## src/rtl/link_bist_pkg.sv

```systemverilog
package link_bist_pkg;
  localparam int unsigned ERR_CNT_W = 8;

  typedef enum logic [1:0] {
    PH_IDLE  = 2'd0,
    PH_START = 2'd1,
    PH_RUN   = 2'd2
  } rx_phase_e;
endpackage

```

## src/rtl/bist_tx_mux.sv

```systemverilog
module bist_tx_mux #(
  parameter int unsigned DATA_W = 24
) (
  input  logic              bist_en_i,
  input  logic [DATA_W-1:0] data_i,
  output logic [DATA_W-1:0] data_o
);
  always_comb begin
    data_o = bist_en_i ? '0 : data_i;
  end
endmodule

```

## src/rtl/bist_rx_compare.sv

```systemverilog
module bist_rx_compare #(
  parameter int unsigned DATA_W = 24
) (
  input  logic              clk_i,
  input  logic              rst_ni,
  input  logic              active_i,
  input  logic              lock_i,
  input  logic [DATA_W-1:0] data_i,
  output logic              err_o
);
  logic lock_q;
  logic word_bad;
  logic lock_lost;

  always_ff @(posedge clk_i or negedge rst_ni) begin
    if (!rst_ni) lock_q <= 1'b0;
    else         lock_q <= lock_i;
  end

  always_comb begin
    word_bad  = lock_i && (|data_i);
    lock_lost = lock_q && !lock_i;
    err_o     = active_i && (word_bad || lock_lost);
  end

  // unlocked cycle can only flag an error on the cycle of the lock drop
  p_unlocked_quiet_r2: assert property (@(posedge clk_i) disable iff (!rst_ni)
    (!lock_i && !$past(lock_i)) |-> !err_o);
endmodule

```

## src/rtl/bist_verdict.sv

```systemverilog
module bist_verdict #(
  parameter int unsigned CNT_W = 8
) (
  input  logic             clk_i,
  input  logic             rst_ni,
  input  logic             start_i,
  input  logic             active_i,
  input  logic             err_i,
  output logic [CNT_W-1:0] cnt_o,
  output logic             pass_o
);
  localparam logic [CNT_W-1:0] CNT_MAX = {CNT_W{1'b1}};

  logic [CNT_W-1:0] cnt_q;
  logic             pass_q;

  always_ff @(posedge clk_i or negedge rst_ni) begin
    if (!rst_ni) begin
      cnt_q  <= '0;
      pass_q <= 1'b1;
    end else if (start_i) begin
      cnt_q  <= '0;
      pass_q <= 1'b1;
    end else if (active_i && err_i) begin
      if (cnt_q != CNT_MAX) cnt_q <= cnt_q + 1'b1;
      pass_q <= 1'b0;
    end
  end

  assign cnt_o  = cnt_q;
  assign pass_o = pass_q;

  p_pass_low_r4: assert property (@(posedge clk_i) disable iff (!rst_ni)
    (err_i && active_i && !start_i) |=> !pass_q);
  p_start_clear_r6: assert property (@(posedge clk_i) disable iff (!rst_ni)
    start_i |=> (cnt_q == '0) && pass_q);
  p_no_wrap_r7: assert property (@(posedge clk_i) disable iff (!rst_ni)
    (cnt_q == CNT_MAX && !start_i) |=> cnt_q == CNT_MAX);
  p_pass_rise_r6: assert property (@(posedge clk_i) disable iff (!rst_ni)
    $rose(pass_q) |-> $past(start_i));
endmodule

```

## src/rtl/link_selftest.sv

```systemverilog
module link_selftest
  import link_bist_pkg::*;
#(
  parameter int unsigned DATA_W = 24,
  parameter int unsigned CNT_W  = ERR_CNT_W
) (
  input  logic              clk_i,
  input  logic              rst_ni,
  input  logic              tx_bist_en_i,
  input  logic [DATA_W-1:0] tx_data_i,
  output logic [DATA_W-1:0] tx_data_o,
  input  logic              rx_bist_en_i,
  input  logic              rx_lock_i,
  input  logic [DATA_W-1:0] rx_data_i,
  output logic              pass_o,
  output logic [CNT_W-1:0]  err_cnt_o
);
  logic      bist_q;
  rx_phase_e phase;
  logic      start, active, err;

  always_ff @(posedge clk_i or negedge rst_ni) begin
    if (!rst_ni) bist_q <= 1'b0;
    else         bist_q <= rx_bist_en_i;
  end

  always_comb begin
    if (!rx_bist_en_i) phase = PH_IDLE;
    else if (!bist_q)  phase = PH_START;
    else               phase = PH_RUN;
    start  = (phase == PH_START);
    active = (phase == PH_RUN);
  end

  bist_tx_mux #(.DATA_W(DATA_W)) u_tx_mux (
    .bist_en_i (tx_bist_en_i),
    .data_i    (tx_data_i),
    .data_o    (tx_data_o)
  );

  bist_rx_compare #(.DATA_W(DATA_W)) u_rx_cmp (
    .clk_i    (clk_i),
    .rst_ni   (rst_ni),
    .active_i (active),
    .lock_i   (rx_lock_i),
    .data_i   (rx_data_i),
    .err_o    (err)
  );

  bist_verdict #(.CNT_W(CNT_W)) u_verdict (
    .clk_i    (clk_i),
    .rst_ni   (rst_ni),
    .start_i  (start),
    .active_i (active),
    .err_i    (err),
    .cnt_o    (err_cnt_o),
    .pass_o   (pass_o)
  );

  always_comb begin
    if (tx_bist_en_i) p_tx_zero_r1: assert (tx_data_o == '0);
  end

  p_idle_hold_r5: assert property (@(posedge clk_i) disable iff (!rst_ni)
    !rx_bist_en_i |=> $stable(err_cnt_o) && $stable(pass_o));
  p_lock_drop_r8: assert property (@(posedge clk_i) disable iff (!rst_ni)
    (rx_bist_en_i && $past(rx_bist_en_i) && $fell(rx_lock_i)) |=> !pass_o);
endmodule

```

## config.mk

```make
export PLATFORM = sky130hd
export DESIGN_NAME = link_selftest
export DESIGN_NICKNAME = d
export VERILOG_FILES = /design/src/rtl/link_bist_pkg.sv /design/src/rtl/bist_tx_mux.sv /design/src/rtl/bist_rx_compare.sv /design/src/rtl/bist_verdict.sv /design/src/rtl/link_selftest.sv
export SDC_FILE = /design/constraint.sdc
export NUM_CORES = 1
export LEC_CHECK = 0
export BUFFER_PORTS_ARGS = -buffer_cell sky130_fd_sc_hd__buf_2
export CORE_MARGIN = 2
export CORE_UTILIZATION = 35
export CTS_CLUSTER_SIZE = 16
export DETAILED_ROUTE_END_ITERATION = 10
export GPL_TIMING_DRIVEN = 0
export PLACE_DENSITY = 0.82
export SYNTH_ARGS = -nofsm -noshare
export SYNTH_HDL_FRONTEND = slang
export SYNTH_SLANG_ARGS = --single-unit
```

## constraint.sdc

```tcl
create_clock -name clk_i -period 1.7 [get_ports clk_i]
set_input_delay 0.085 -clock clk_i [delete_from_list [all_inputs] [get_ports clk_i]]
set_output_delay 0.085 -clock clk_i [all_outputs]
set_load 0.02 [all_outputs]
```

# Yosys cells after proc, flatten, opt, wreduce, memory -nomap -nowiden
# Index checks and enable logic that the tools add are counted.
# Widths: inputs -> output; s select.
# totals
inputBits	53
elab_cells	26
ff_bits	11
# op_classes
n_eq_ne	3
reduce_logical	10
n_mux	8
addsub	1
# ops
operator	count
$mux 24	1
$mux 8	3
$reduce_or 24->1	1
$add 8x1->8 const B	1
$ne 8x8->1 const B	1
$logic_and 1x1->1	4
$mux 2	2
$reduce_bool 2->1	2
$eq 2x1->1 const B	1
$eq 2x2->1 const B	1
$mux 1	2
$reduce_and 2->1	1
$logic_not 1->1	1
$logic_or 1x1->1	1

# Logic depth before layout (Yosys ltp)
# depth
depth_word	7
mapped_depth	5
mapped_depth_nobuf	5

# By module
# From an unflattened synthesis, not the netlist that was laid out.
# hier_totals
hier_cells	91
area_unflattened_um2	904.6
# modules_own_cells
module	instances	area_each_um2	seq_area_each_um2	cells_per_inst
bist_verdict	1	541.8	226.5	51
bist_tx_mux	1	212.7	0.0	26
bist_rx_compare	1	108.9	25.0	11
link_selftest	1	41.3	25.0	3

# Worst setup path after synthesis
# OpenSTA, ideal clock, no wires.
# synth_timing
kind	register -> register
startpoint	reg u_verdict.cnt_q[0] (netlist: u_verdict.cnt_o[0])
endpoint	reg u_verdict.cnt_q[0] (netlist: u_verdict.cnt_o[0])
setup_slack_ps	20
period_less_slack_ps	1680
setup_ps	126
stages_incl_launch_ff	6
arrival_ps	1554
path_cell_list	dfrtp_1 ha_1 nand4_1 nor2_1 or2_1 a311o_1
# synth_via
elab_chain_len	4
word_cells_on_any_way	7
cone_classes	1 x add/sub; 1 x eq/ne; 3 x mux; 2 x reduce/logical
# synth_rtl
element	line	source
start: declaration	bist_verdict.sv:14	logic [CNT_W-1:0] cnt_q;
start signal: assignment	bist_verdict.sv:25	if (cnt_q != CNT_MAX) cnt_q <= cnt_q + 1'b1;
$add 8x1->8	bist_verdict.sv:25	
$mux 8	bist_verdict.sv:25	
$mux 8	bist_verdict.sv:24	end else if (active_i && err_i) begin
$mux 8	bist_verdict.sv:21	end else if (start_i) begin
# Parallel ways exist; a longest one is shown, timed or not. The select of a mux whose other input is x is not followed.
# A chain may end at the register's enable or synchronous reset.

# Final worst setup path
# Same ends and word-level chain as after synthesis.

==> impl_metrics.env <==
export IMPL_max_freq_mhz=616
export IMPL_die_area_mm2=0.00279
export IMPL_post_drt_wl_per_cell_um=12.7
export IMPL_slowest_stage="dfrtp_2"
export IMPL_synth_top_family_by_area="simple AND/OR/NAND/NOR gates"
export IMPL_seqPwrFrac=0.401
export IMPL_dr_pass1_iters=4
export IMPL_clkTransAtPathRegs_ps=70
export IMPL_synth_area_per_cell_um2=8.62
export IMPL_clock_skew_ps=4.58
export IMPL_vias_per_cell=5.08
export IMPL_critPathArrivalTime_ps=1770
export IMPL_synthSimpleGateAreaFrac=0.451
export IMPL_finalWirelength_um=2790
export IMPL_p_total_mw=0.741
export IMPL_cts_buffers=3
export IMPL_tightestPinTransition_ps=423
export IMPL_area_growth_pct=68.1
export IMPL_initial_core_util=0.374
export IMPL_post_dp_hpwl_um=2260
export IMPL_io_buffers=85
export IMPL_cts_path_max_buffers=2
export IMPL_p_switching_mw=0.246
export IMPL_grt_pass1_wl_um=4020
export IMPL_critPathCaptureType="flip-flop"
export IMPL_layout_common_cells="85 x buf_2, 25 x nor2b_1, 9 x nand2_1, 9 x dfrtp_1"
export IMPL_final_common_cell="buf_2"
export IMPL_clock_sinks=11
export IMPL_grt_pass1_vias=1006
export IMPL_num_rows=17
export IMPL_finalCritPeriodShare=0.954
export IMPL_p_clk_frac=0.235
export IMPL_die_w_um=52.9
export IMPL_syn_area_um2=836
export IMPL_maxCapViolCount=0
export IMPL_tritoncts="yes"
export IMPL_syn_inst=97
export IMPL_clk_latency_ps=260
export IMPL_critPathLaunchType="flip-flop"
export IMPL_synth_compound_area_share=0.138
export IMPL_grt_antenna_before_repair=0
export IMPL_cts_root_buffer="clkbuf_4"
export IMPL_min_period_ps=1620
export IMPL_hold_viol_final=0
export IMPL_io_pins=86
export IMPL_whs_ps=210
export IMPL_rr_worst_depth=5
export IMPL_fillerInstances=205
export IMPL_p_int_mw=0.495
export IMPL_irDropWorstVdd_mv=0.410
export IMPL_hold_path_class="input port to asynchronous set/reset pin"
export IMPL_synth_fp_nets=151
export IMPL_rsz0062_at_grt="false"
export IMPL_placed_cells=210
export IMPL_grt_overflow=0
export IMPL_worstSetupPathType="flip-flop to flip-flop"
export IMPL_grt_start_max_net_pins=12
export IMPL_synth_fa_ha_area_frac=0.0150
export IMPL_die_height_um=52.9
export IMPL_synth_seq_cells=11
export IMPL_yosys_warnings=0
export IMPL_cp_cell_sequence="ha_2, nand4_1, nor2_2, or2_1, a311o_1"
export IMPL_nets=246
export IMPL_final_antenna_net_count=0
export IMPL_switching_share=0.332
export IMPL_drive_gt1_frac=0.539
export IMPL_synth_xor_area_share=0
export IMPL_cp_data_required_time_ps=1840
export IMPL_status="finished clean"
export IMPL_vias=1113
export IMPL_max_stage_delay_ps=450
export IMPL_grt_usage=0.191
export IMPL_p_leak_nw=0.724
export IMPL_fin_util=0.629
export IMPL_synthMuxAreaShare=0.0240
export IMPL_comb_power_share=0.364
export IMPL_ys_types=32
export IMPL_first_iter_violations=12
export IMPL_fin_cells=219
export IMPL_worst_path_max_fanout=6
export IMPL_slew_violations=0
export IMPL_setup_viol=0
export IMPL_gp_congestion=0.761
export IMPL_drc_errors=0
export IMPL_ys_seq_area_frac=0.331
export IMPL_power_per_cell_area_mw_per_mm2=528
export IMPL_core_mm2=0.00223
export IMPL_insertedDiodeCount=0
export IMPL_ctsHtreeMaxLevel=1
export IMPL_slew_headroom=0.718
==> kinds of logic (layout without fill, tap and decap cells) <==
| family | count (synthesis) | count (layout) |
|---|---|---|
| and+or+nand+nor | 61 | 61 |
| AOI/OAI and AO/OA | 13 | 13 |
| adders and majority gates | 1 | 1 |
| buffers and inverters | 9 | 103 |
| DFF | 11 | 11 |
| muxes | 2 | 2 |
==> cell type report <==
cell class | count | area [µm²] | area share
plain buffers | 4 | 16.3 | 0.0116
clock buffers | 4 | 26.3 | 0.0187
inverters | 5 | 18.8 | 0.0134
multi-input cells | 77 | 554 | 0.394
flip-flops and latches | 11 | 278 | 0.198
well taps | 28 | 35.0 | 0.0249
repair buffers | 90 | 477 | 0.339
==> worst paths after layout <==
check	startpoint	to	slack, ps
min in group clk_i	rx_data_i[11]	u_verdict.pass_o$_DFFE_PN1P_	380
worst max-delay path	u_verdict.cnt_o[0]$_DFFE_PN0P_	u_verdict.cnt_o[0]$_DFFE_PN0P_	80
worst max register to register	u_verdict.cnt_o[0]$_DFFE_PN0P_	u_verdict.cnt_o[0]$_DFFE_PN0P_	80
worst min register to register	u_verdict.pass_o$_DFFE_PN1P_	u_verdict.pass_o$_DFFE_PN1P_	470
max in group asynchronous	rst_ni	u_verdict.pass_o$_DFFE_PN1P_	1220
worst min-delay path	rst_ni	u_rx_cmp.lock_q$_DFF_PN0_	210
==> sequential cells by signal, indices dropped and copies added (netlist names) <==
name	cells
u_verdict.cnt_o	8
bist_q	1
u_rx_cmp.lock_q	1
u_verdict.pass_o	1
==> cell usage after synthesis <==
| master | n | share of area |
|---|---|---|
| o21ai_0 | 2 | 0.012 |
| nand2_1 | 9 | 0.040 |
| o211ai_1 | 1 | 0.0090 |
| nand4_1 | 1 | 0.0075 |
| or2_1 | 1 | 0.0075 |
| or2_2 | 1 | 0.0075 |
| a311o_1 | 1 | 0.012 |
| o22ai_2 | 1 | 0.015 |
| a2bb2oi_1 | 3 | 0.031 |
| nor4b_4 | 1 | 0.028 |
| nor3_1 | 4 | 0.024 |
| nor2_1 | 4 | 0.018 |
| o41ai_1 | 2 | 0.021 |
| dfstp_2 | 1 | 0.031 |
| nor4_2 | 2 | 0.030 |
| o221ai_2 | 1 | 0.018 |
| clkbuf_1 | 3 | 0.013 |
| buf_2 | 1 | 0.0060 |
| nand4_2 | 1 | 0.015 |
| inv_1 | 5 | 0.022 |
| o221ai_1 | 1 | 0.010 |
| or4_1 | 1 | 0.0090 |
| ha_1 | 1 | 0.015 |
| and3_1 | 1 | 0.0075 |
| dfrtp_1 | 10 | 0.30 |
| o31ai_1 | 1 | 0.0090 |
| nor4_1 | 3 | 0.022 |
| mux2i_1 | 2 | 0.024 |
| nor3b_1 | 1 | 0.0090 |
| nand2b_1 | 1 | 0.0075 |
| nor2b_1 | 25 | 0.19 |
| nand3_1 | 5 | 0.030 |
==> routing by layer <==
layer  track usage  share of wire  routed length [µm]  vias to the layer above
li1              -              -                   -                      534
met1         0.180           0.35                 972                      510
met2         0.415           0.55                1530                       65
met3        0.0254          0.098                 272                        4
met4        0.0470         0.0043                  12                        0
met5             0              0                   0                        -
==> power by group through the flow <==
stage,Clock (mW),Sequential (mW),Combinational [mW]
6_report,0.174,0.297,0.270
5_1_grt,0.192,0.299,0.294
4_1_cts,0.177,0.295,0.259
3_5_place_dp,0,0.300,0.253
3_3_place_gp,0,0.298,0.247
2_1_floorplan,0,0.312,0.114
==> critical path, delay by kind of cell (launching register included) <==
family	cells	cell delay, ps
flops	1	450
simple gates	3	490
fa+ha+maj	1	220
compound gates	1	340
==> metrics by stage <==
stage | setup WS [ps] | TNS [ps] | area [µm²]
after floorplan | 19.6 | 0 | 836
after global placement | -2.17 | -2.17 | 1300
after detailed placement | -32.7 | -32.7 | 1300
after CTS | 43.7 | 0 | 1360
after global routing | 0.879 | 0 | 1410
final | 77.4 | 0 | 1410
==> repair_timing <==
| item | in CTS | in global routing |
|---|---|---|
| resized for setup | 1 | 7 |
| setup endpoints to repair | 1 | 4 |
| pin swaps | 1 | 2 |
| hold buffers | 3 | 0 |
| gates cloned | 0 | 0 |
| endpoints found under the hold margin | 13 | 0 |
| setup buffers | 1 | 1 |
(Power assumes the default switching activity.)
